File: config.mk
export PLATFORM = sky130hd
export DESIGN_NAME = multichan_audio_tx
export DESIGN_NICKNAME = d
export VERILOG_FILES = /design/src/rtl/sao_pkg.sv /design/src/rtl/sao_edge_detect.sv /design/src/rtl/sao_frame_timer.sv /design/src/rtl/sao_sample_store.sv /design/src/rtl/sao_lane_serializer.sv /design/src/rtl/multichan_audio_tx.sv
export SDC_FILE = /design/constraint.sdc
export NUM_CORES = 1
export LEC_CHECK = 0
export BUFFER_PORTS_ARGS = -buffer_cell sky130_fd_sc_hd__clkbuf_2
export CAP_MARGIN = 40
export CORE_AREA = 2 2 145 147
export DETAILED_ROUTE_END_ITERATION = 8
export DIE_AREA = 0 0 147 149
export PLACE_DENSITY = 0.81
export SLEW_MARGIN = 25
export SYNTH_ARGS = -nofsm -noshare
export SYNTH_HDL_FRONTEND = slang
export SYNTH_SLANG_ARGS = --single-unit
export TNS_END_PERCENT = 100
File: constraint.sdc
create_clock -name clk -period 4.4 [get_ports clk]
set_input_delay 0.88 -clock clk [delete_from_list [all_inputs] [get_ports clk]]
set_output_delay 0.88 -clock clk [all_outputs]
set_load 0.05 [all_outputs]
File: src/rtl/sao_pkg.sv
// Shared definitions for the multichannel serial audio transmitter.
// Assumes: two channels per lane, left/right order fixed by word select.
package sao_pkg;
    localparam int CH_PER_LANE = 2;

    // Bit-clock events seen in the system-clock domain for one cycle.
    typedef struct packed {
        logic launch;   // edge on which data (and master word select) change
        logic sample;   // opposite edge, used to sample external word select
    } sck_ev_t;
endpackage

File: src/rtl/sao_edge_detect.sv
// Turns the sampled bit clock into one-cycle launch/sample strobes.
// Assumes: sck is synchronous to clk and each level lasts at least one clk.
module sao_edge_detect
    import sao_pkg::*;
(
    input  logic    clk,
    input  logic    rst_n,
    input  logic    sck,
    input  logic    launch_fall,
    output sck_ev_t ev
);
    logic sck_q;
    logic rise;
    logic fall;

    // Remember last bit-clock level; in reset track it so no false edge appears.
    always_ff @(posedge clk) begin
        if (!rst_n) sck_q <= sck;
        else        sck_q <= sck;
    end

    // Classify the edge and map it to launch or sample by configuration.
    always_comb begin
        rise      = sck & ~sck_q;
        fall      = ~sck & sck_q;
        ev.launch = launch_fall ? fall : rise;
        ev.sample = launch_fall ? rise : fall;
    end
endmodule

File: src/rtl/sao_frame_timer.sv
// Keeps the bit position inside the frame. In master mode it counts freely
// and drives word select; in slave mode it waits for a sampled word-select
// change and jumps to the start of the channel that level selects.
// Assumes: launch and sample strobes never coincide.
module sao_frame_timer
    import sao_pkg::*;
#(
    parameter  int SAMPLE_W   = 16,
    localparam int FRAME_BITS = 2 * SAMPLE_W,
    localparam int PW         = $clog2(FRAME_BITS)
) (
    input  logic          clk,
    input  logic          rst_n,
    input  sck_ev_t       ev,
    input  logic          is_master,
    input  logic          restart,
    input  logic          ws_in,
    output logic [PW-1:0] pos_nxt,
    output logic          running,
    output logic          running_nxt,
    output logic          frame_start,
    output logic          ws_out
);
    localparam logic [PW-1:0] LAST = PW'(FRAME_BITS - 1);
    localparam logic [PW-1:0] HALF = PW'(SAMPLE_W);

    logic [PW-1:0] pos;
    logic [PW-1:0] pos_wrap;
    logic [PW-1:0] tgt;
    logic          ws_known;
    logic          ws_seen;
    logic          pend;

    // Word-select level that belongs with bit position p (leads data by one bit).
    function automatic logic ws_level(input logic [PW-1:0] p);
        return (p >= HALF - 1'b1) && (p != LAST);
    endfunction

    // Next position and run state for this cycle.
    always_comb begin
        pos_wrap    = (pos == LAST) ? '0 : pos + 1'b1;
        pos_nxt     = pos;
        running_nxt = running;
        if (restart) begin
            pos_nxt     = LAST;
            running_nxt = 1'b0;
        end else if (ev.launch) begin
            if (is_master) begin
                pos_nxt     = pos_wrap;
                running_nxt = 1'b1;
            end else if (pend) begin
                pos_nxt     = tgt;
                running_nxt = 1'b1;
            end else if (running) begin
                pos_nxt = pos_wrap;
            end
        end
        frame_start = !restart && ev.launch && running_nxt && (pos_nxt == '0);
    end

    // Position, run state, slave alignment tracking and master word select.
    always_ff @(posedge clk) begin
        if (!rst_n) begin
            pos      <= LAST;
            running  <= 1'b0;
            ws_known <= 1'b0;
            ws_seen  <= 1'b0;
            pend     <= 1'b0;
            tgt      <= '0;
            ws_out   <= 1'b0;
        end else begin
            pos     <= pos_nxt;
            running <= running_nxt;
            if (restart) begin
                ws_known <= 1'b0;
                pend     <= 1'b0;
                ws_out   <= 1'b0;
            end else begin
                if (ev.launch) begin
                    pend <= 1'b0;
                    if (is_master) ws_out <= ws_level(pos_nxt);
                end
                if (ev.sample && !is_master) begin
                    if (!ws_known) begin
                        ws_known <= 1'b1;
                        ws_seen  <= ws_in;
                    end else if (ws_in != ws_seen) begin
                        ws_seen <= ws_in;
                        pend    <= 1'b1;
                        tgt     <= ws_in ? HALF : '0;
                    end
                end
            end
        end
    end

    assert_pos_range_R2: assert property (@(posedge clk) disable iff (!rst_n)
        pos <= LAST);
    assert_ws_on_launch_R3: assert property (@(posedge clk) disable iff (!rst_n)
        (!ev.launch && !restart) |=> $stable(ws_out));
    assert_slave_ws_low_R6: assert property (@(posedge clk) disable iff (!rst_n)
        !is_master |-> !ws_out);
    assert_frame_from_last_R2: assert property (@(posedge clk) disable iff (!rst_n)
        (frame_start && is_master) |-> (pos == LAST));
endmodule

File: src/rtl/sao_sample_store.sv
// One-set holding register behind a valid/ready handshake, plus the active
// set being serialised. Loads at each frame start; repeats on underrun.
// Assumes: load is a one-cycle strobe at the launch edge of a frame's first bit.
module sao_sample_store #(
    parameter  int SAMPLE_W = 16,
    parameter  int CHANNELS = 8,
    localparam int SET_W    = SAMPLE_W * CHANNELS
) (
    input  logic             clk,
    input  logic             rst_n,
    input  logic             s_valid,
    input  logic [SET_W-1:0] s_data,
    output logic             s_ready,
    input  logic             load,
    output logic [SET_W-1:0] active_nxt,
    output logic             underrun
);
    logic [SET_W-1:0] hold;
    logic [SET_W-1:0] active;
    logic             hold_full;
    logic             accept;

    // Handshake and the set that will be in use after this cycle.
    always_comb begin
        s_ready    = !hold_full;
        accept     = s_valid && !hold_full;
        active_nxt = (load && hold_full) ? hold : active;
    end

    // Holding register, active set and sticky underrun flag.
    always_ff @(posedge clk) begin
        if (!rst_n) begin
            hold      <= '0;
            active    <= '0;
            hold_full <= 1'b0;
            underrun  <= 1'b0;
        end else begin
            active <= active_nxt;
            if (load && !hold_full) underrun <= 1'b1;
            if (accept) begin
                hold      <= s_data;
                hold_full <= 1'b1;
            end else if (load) begin
                hold_full <= 1'b0;
            end
        end
    end

    assert_ready_drop_R8: assert property (@(posedge clk) disable iff (!rst_n)
        (s_valid && s_ready) |=> !s_ready);
    assert_load_frees_R8: assert property (@(posedge clk) disable iff (!rst_n)
        (load && !s_ready) |=> s_ready);
    assert_underrun_sticky_R9: assert property (@(posedge clk) disable iff (!rst_n)
        underrun |=> underrun);
endmodule

File: src/rtl/sao_lane_serializer.sv
// Picks the current bit of each lane's left or right sample and registers it
// on the launch strobe. Lanes are forced low while framing is not running.
// Assumes: pos_nxt is below 2*SAMPLE_W.
module sao_lane_serializer #(
    parameter  int SAMPLE_W = 16,
    parameter  int LANES    = 4,
    parameter  int PW       = 5,
    localparam int SET_W    = SAMPLE_W * LANES * 2,
    localparam int BW       = (SAMPLE_W > 1) ? $clog2(SAMPLE_W) : 1
) (
    input  logic             clk,
    input  logic             rst_n,
    input  logic             launch,
    input  logic             restart,
    input  logic             running,
    input  logic             running_nxt,
    input  logic [PW-1:0]    pos_nxt,
    input  logic [SET_W-1:0] active_nxt,
    output logic [LANES-1:0] sd
);
    logic             right;
    logic [PW-1:0]    slot;
    logic [BW-1:0]    bsel;
    logic [LANES-1:0] lane_bit;

    // Channel half and MSB-first bit index from the frame position.
    always_comb begin
        right = pos_nxt >= PW'(SAMPLE_W);
        slot  = right ? pos_nxt - PW'(SAMPLE_W) : pos_nxt;
        bsel  = BW'(SAMPLE_W - 1 - int'(slot));
    end

    // One bit selector per lane: even channel on the left, odd on the right.
    for (genvar g = 0; g < LANES; g++) begin : g_lane
        logic [SAMPLE_W-1:0] left_w;
        logic [SAMPLE_W-1:0] right_w;
        assign left_w      = active_nxt[(2*g)*SAMPLE_W +: SAMPLE_W];
        assign right_w     = active_nxt[(2*g+1)*SAMPLE_W +: SAMPLE_W];
        assign lane_bit[g] = right ? right_w[bsel] : left_w[bsel];
    end

    // Lane outputs change only on launch; cleared by reset and restart.
    always_ff @(posedge clk) begin
        if (!rst_n || restart) sd <= '0;
        else if (launch)       sd <= running_nxt ? lane_bit : '0;
    end

    assert_sd_on_launch_R5: assert property (@(posedge clk) disable iff (!rst_n)
        (!launch && !restart) |=> $stable(sd));
    assert_sd_quiet_R7: assert property (@(posedge clk) disable iff (!rst_n)
        !running |-> (sd == '0));
endmodule

File: src/rtl/multichan_audio_tx.sv
// Top of the multichannel serial audio transmitter: four lanes, two channels
// each, master or slave word select, selectable launch edge.
// Assumes: clk runs at least four times faster than sck; configuration is
// changed only while the caller accepts a framing restart.
module multichan_audio_tx #(
    parameter int SAMPLE_W = 16,
    parameter int LANES    = 4
) (
    input  logic                        clk,
    input  logic                        rst_n,
    input  logic                        sck,
    input  logic                        cfg_master,
    input  logic                        cfg_launch_fall,
    input  logic                        s_valid,
    output logic                        s_ready,
    input  logic [LANES*2*SAMPLE_W-1:0] s_data,
    input  logic                        ws_in,
    output logic                        ws_out,
    output logic                        ws_oe,
    output logic [LANES-1:0]            sd,
    output logic                        underrun
);
    import sao_pkg::*;

    localparam int CHANNELS = LANES * CH_PER_LANE;
    localparam int PW       = $clog2(2 * SAMPLE_W);
    localparam int SET_W    = CHANNELS * SAMPLE_W;

    sck_ev_t          ev;
    logic             mode_q;
    logic             restart;
    logic [PW-1:0]    pos_nxt;
    logic             running;
    logic             running_nxt;
    logic             frame_start;
    logic [SET_W-1:0] active_nxt;

    // Registered mode: slave out of reset, follows the configuration input.
    always_ff @(posedge clk) begin
        if (!rst_n) mode_q <= 1'b0;
        else        mode_q <= cfg_master;
    end

    // Any mode change restarts framing.
    always_comb begin
        restart = (mode_q != cfg_master);
        ws_oe   = mode_q;
    end

    sao_edge_detect u_edge (
        .clk         (clk),
        .rst_n       (rst_n),
        .sck         (sck),
        .launch_fall (cfg_launch_fall),
        .ev          (ev)
    );

    sao_frame_timer #(.SAMPLE_W(SAMPLE_W)) u_timer (
        .clk         (clk),
        .rst_n       (rst_n),
        .ev          (ev),
        .is_master   (mode_q),
        .restart     (restart),
        .ws_in       (ws_in),
        .pos_nxt     (pos_nxt),
        .running     (running),
        .running_nxt (running_nxt),
        .frame_start (frame_start),
        .ws_out      (ws_out)
    );

    sao_sample_store #(.SAMPLE_W(SAMPLE_W), .CHANNELS(CHANNELS)) u_store (
        .clk        (clk),
        .rst_n      (rst_n),
        .s_valid    (s_valid),
        .s_data     (s_data),
        .s_ready    (s_ready),
        .load       (frame_start),
        .active_nxt (active_nxt),
        .underrun   (underrun)
    );

    sao_lane_serializer #(.SAMPLE_W(SAMPLE_W), .LANES(LANES), .PW(PW)) u_ser (
        .clk         (clk),
        .rst_n       (rst_n),
        .launch      (ev.launch),
        .restart     (restart),
        .running     (running),
        .running_nxt (running_nxt),
        .pos_nxt     (pos_nxt),
        .active_nxt  (active_nxt),
        .sd          (sd)
    );

    assert_reset_state_R4: assert property (@(posedge clk)
        !rst_n |=> (!ws_oe && !underrun && s_ready && (sd == '0)));
endmodule

-- Word level (Yosys, flattened, before mapping)
Index checks and enable logic that the tools add are counted.
- register bits: 279
- input bits: 135
- output and inout bits: 8
- logic and storage cells: 94
- add/subtract/negate cells: 3
- $lt $le $gt $ge: 3
- equal/unequal tests: 5
- mux-type cells: 44
- bitwise gates (word level): 6
- reductions and logical operators: 19
- operators with widths (kind ; count):
    two-way mux 128 bit ; 1
    two-way mux 5 bit ; 7
    binary-select mux 1 bit (select 4 bit) ; 8
    two-way mux 1 bit ; 26
    logical AND 1 bit ; 8
    two-way mux 4 bit ; 2
    adder 5 x 1 -> 5 bit (second input constant) ; 1
    equality test 5 bit (second input constant) ; 1
    >= comparator 5 x 4 -> 1 bit (second input constant) ; 1
    >= comparator 5 bit (second input constant) ; 1
    zero test 5 bit ; 1
    less-than comparator 4 x 5 -> 1 bit (second input constant) ; 1
    inequality test 5 bit (second input constant) ; 1
    zero test 1 bit ; 4
    inverter 1 bit ; 4
    AND reduction 4 bit ; 1
    subtractor 4 x 1 -> 4 bit (second input constant) ; 1
    subtractor 4 bit (first input constant) ; 1
    AND reduction 3 bit ; 1
    bitwise AND 1 bit ; 2
    inequality test 1 bit ; 2
    inequality test 2 bit (second input constant) ; 1
    AND reduction 2 bit ; 1
    nonzero test 2 bit ; 1
    other kinds (2) ; 2

-- Longest topological paths before layout
- depth after elaboration: 15
- gate-level depth with buffers: 14
- gate-level depth less buffers: 12

-- By module
A second synthesis with hierarchy kept.
- cell total of the unflattened synthesis: 1326
- area, all modules: 13290.2 um^2
- modules (own cells, without submodules) (module ; times used ; cells an instance ; area each (um^2) ; seq. area each (um^2)):
    sao_sample_store ; 1 ; 1120 ; 11128.2 ; 5165.0
    sao_lane_serializer ; 1 ; 106 ; 1366.3 ; 80.1
    sao_frame_timer ; 1 ; 92 ; 705.7 ; 220.2
    sao_edge_detect ; 1 ; 5 ; 53.8 ; 20.0
    multichan_audio_tx ; 1 ; 3 ; 36.3 ; 20.0

-- Worst setup path after synthesis
Ideal clock, no wire load.
- path kind: input port to flip-flop
- start: input port cfg_launch_fall
- end: register u_ser.sd[1]
- library setup time: 0.128 ns
- arrival: 2.908 ns
- data required time: 4.272 ns
- slack: 1.364 ns
- stages on the path: 10
- buffers on the path: 1
- cells stage by stage: or3b_4 -> a21boi_4 -> o211ai_2 -> nor4_4 -> buf_6 -> a21oi_1 -> o311ai_1 -> a21boi_0 -> o22ai_1 -> nand4_1
- cells in the longest elaborated chain, start to end: 11
- elaborated cells on any way between the ends: 21
- classes of those cells: add/sub: 2; order compare: 1; mux: 13; reduce/logical: 5
- RTL lines (what ; line ; text):
    start, declared ; multichan_audio_tx.sv:13 ; input logic cfg_launch_fall,
    two-way mux 1 bit * ; sao_edge_detect.sv:26 ; ev.launch = launch_fall ? fall : rise;
    parallel branches: the longest is 10 deep, another holds subtractor 4 x 1 -> 4 bit ; n/a ;
    end signal, assigned ; sao_lane_serializer.sv:45 ; else if (launch) sd <= running_nxt ? lane_bit : '0;
    end, declared ; sao_lane_serializer.sv:19 ; output logic [LANES-1:0] sd
Every way passes the cells marked *. The select of a mux whose other input is x is not followed.
A chain may end at the register's enable or synchronous reset.

-- Worst setup path after layout
- start: register u_timer.pos[0]
- end: register u_ser.sd[2]
- cells in the longest elaborated chain, start to end: 15
- elaborated cells on any way between the ends: 22
- classes of those cells: add/sub: 3; order compare: 1; eq/ne: 1; mux: 14; reduce/logical: 3
- RTL lines (what ; line ; text):
    start, declared ; sao_frame_timer.sv:27 ; logic [PW-1:0] pos;
    start signal, assigned ; sao_frame_timer.sv:72 ; pos <= pos_nxt;
    adder 5 x 1 -> 5 bit or equality test 5 bit (tied branches) ; sao_frame_timer.sv:41 ; pos_wrap = (pos == LAST) ? '0 : pos + 1'b1;
    two-way mux 5 bit ; sao_frame_timer.sv:41 ;
    two-way mux 5 bit ; sao_frame_timer.sv:54 ; end else if (running) begin
    two-way mux 5 bit ; sao_frame_timer.sv:51 ; end else if (pend) begin
    two-way mux 5 bit ; sao_frame_timer.sv:48 ; if (is_master) begin
    two-way mux 5 bit * ; sao_frame_timer.sv:47 ; end else if (ev.launch) begin
    two-way mux 5 bit * ; sao_frame_timer.sv:44 ; if (restart) begin
    parallel branches: the longest is 6 deep, another holds subtractor 4 x 1 -> 4 bit ; n/a ;
    two-way mux 1 bit * ; sao_lane_serializer.sv:39 ; assign lane_bit[g] = right ? right_w[bsel] : left_w[bsel];
    two-way mux 4 bit * ; sao_lane_serializer.sv:45 ;
Marks and branches as above.

==> reports/metrics.csv <==
metric;value;unit
DRC viols;0;
number of setup violations in the final report;0;
multi-input logic area;6080;µm²
Worst Setup End Kind;flop;
crit-path max FO;110;
Peak VDD IR;0.300;mV
vias in the first global route;9783;
Post-Syn Nets;1616;
clock-pin slew on the worst setup and hold paths;0.07;ns
root buf cell;clkbuf_16;
worst min path class;flop to flop;
Iter 0 DRT Violations;813;
Total Wirelength;28900;µm
Tot Pwr;5.28;mW
layout cells sized above 1;15.3;%
CTS Sinks;275;
Area growth syn-to-layout;15.1;%
dominant synthesized flop cell;dfxtp_1;
Initial Util;58.5;%
most frequent cells in the layout;nand2_1 (564), dfxtp_1 (275), a21boi_0 (244);
Via Count;10371;
CP required;4.84;ns
Inserted Diodes;0;
filler cell count;1681;
Hold Buf Count CTS;0;
DR WL/cell;15.5;µm
CTS Buf Count;28;
Core Area;20600;µm²
first-pass GRT wire length;47600;µm
Worst Clk Skew;0.0199;ns
Final period util;79.5;%
number of port buffers;142;
antenna-violating nets left;0;
Reg area;5510;µm²
WS Path Type;flop to flop;
Unique masters post-synth;75;
Clock Latency Late Sink;0.56;ns
LEAKAGE;5.27;nW
DIE HEIGHT;149;µm
EDFF count, synth;0;
Std-Cell Rows;53;
Final HPWL DP;19200;µm
H-tree depth;1;
GRT Overall Usage;26.2;%
total global routing overflow;0;
post-synthesis register bit count;275;
area leader, netlist;dfxtp_1;
pwr dens;382;nW/µm²
Mapped Area;12000;µm²
asr flop ratio synth;0;%
RSZ-0062 raised after global routing;false;
Synth area leaders;dfxtp_1 (46%), nand2_1 (18%), a21boi_0 (15%), mux2i_1 (2.4%), clkbuf_1 (1.9%);
Worst EP arrival;3.94;ns
max cap viols;0;
final core occ;67.4;%
Max Slew Vio Count;0;
CTS tree;yes;
status;completed;
Placer Congestion;0.867;
die area;21900;µm²
post-route insts no fill;1868;
Post-Syn Instances;1479;
most common cell after layout, fill and taps aside;nand2_1;
post-layout minimum cycle time;3.50;ns
setup bufs post-CTS;0;
share of the synthesized area in the top cell type;45.8;%
worst-margin pin slew;0.794;ns
Clock Tree Buf Depth;3;
setup TNS;0;ns
initial antenna violation count;0;
FMAX;286;MHz
relative slew slack;47.0;%
Ports;143;
average cell area after synthesis;8.13;µm²
post-CTS sizing;0;
startpoint type of the worst setup path;flop;
Yosys warning count;0;
largest net degree at the start of global routing;216;
Initial DRT Pass Iterations;5;
die width;147;µm
count of final hold-check violations;0;
post-placement cell count;1819;
post-synthesis sequential area ratio;45.8;%
post-DR vias/cell;5.55;
dpl cell area;12900;µm²
Post-Layout Inst Area;13900;µm²
Layout Nets;1711;
[where the power goes]
group	internal (mW)	leakage, nW	total [mW]	switching [mW]
combinational	0.157	2.59	0.373	0.216
sequential	2.56	2.24	2.61	0.0530
clock	1.32	0.443	2.30	0.976
total	4.04	5.27	5.28	1.24
[path summary, 6_finish.rpt]
check | start | slack (ns) | cells past startpoint | end
max | u_timer.pos[0]$_SDFF_PN1_ | 0.90 | 14 | u_ser.sd[2]$_SDFFE_PP0N_
min | u_store.active[61]$_SDFF_PN0_ | 0.46 | 2 | u_store.active[61]$_SDFF_PN0_
max reg2reg | u_timer.pos[0]$_SDFF_PN1_ | 0.90 | 14 | u_ser.sd[2]$_SDFFE_PP0N_
min reg2reg | u_store.active[61]$_SDFF_PN0_ | 0.46 | 2 | u_store.active[61]$_SDFF_PN0_
[cell type report]
cell class                 count  area share (%)
clock buffer                  39            5.72
clock inverter                10           0.813
inverter                       6           0.163
multi-input combinational   1093            43.9
sequential                   275            39.7
tap                          275            2.48
timing repair buffer         170            7.15
[synthesized netlist by cell type (all sizes together), types with 3 or more instances]
library cell  number
a2111oi            4
a211o              4
a211oi             5
a21boi           246
a21oi             26
a221oi             4
a22oi              3
a311o              3
a31oi             10
and2               5
and3               5
buf               44
clkbuf            61
dfxtp            275
inv                6
mux2               6
mux2i             29
nand2            565
nand3             36
nand4              6
nor2              29
nor2b             14
nor3               7
o211a              3
o211ai             6
o21ai             22
o221ai             3
o22ai              6
o2bb2ai            4
o311ai             3
[state kept, by name, summed over array words and instances, names as in the netlist, 4 cells and up]
| register | count |
|---|---|
| u_ser.sd | 4 |
| u_store.hold | 128 |
| u_timer.pos | 5 |
| u_store.active | 128 |
[metrics by stage]
stage               worst slack, ns  hold slack, ns
floorplan                      1.36           0.440
global placement              0.704           0.448
detailed placement            0.655           0.454
CTS                           0.926           0.463
global route                  0.682           0.487
finish                        0.901           0.463
[routing by layer]
metal	wire length, µm	vias up	GRT usage, %
li1	-	5168	-
met2	13700	288	44.2
met1	13000	4859	35.3
met4	748	0	8.46
met5	0	-	0
met3	1490	56	3.18
[worst max-delay path, cell delays in order (launching register included)]
cell	delay (ns)
dfxtp_1	0.46
ha_1	0.23
and3_1	0.16
ha_1	0.20
nor3b_1	0.07
a211o_1	0.34
a221o_1	0.33
nor4_4	0.27
buf_12	0.42
buf_4	0.36
nand3_1	0.13
nand4_1	0.12
nand4_1	0.09
nand3_1	0.11
nand3_1	0.07
[cells by family (layout without fill, tap and decap cells)]
logic type | after synthesis | in the layout | synth area share (%)
xor gates and xnor gates | 4 | 4 | 0.354
AOI/OAI and AO/OA | 366 | 366 | 23.0
adders and majority gates | 2 | 2 | 0.208
muxes | 37 | 37 | 3.35
buffers and inverters | 111 | 225 | 4.11
and+or+nand+nor | 684 | 684 | 23.3
DFF | 275 | 275 | 45.8
Power figures use the tool's default switching activity.
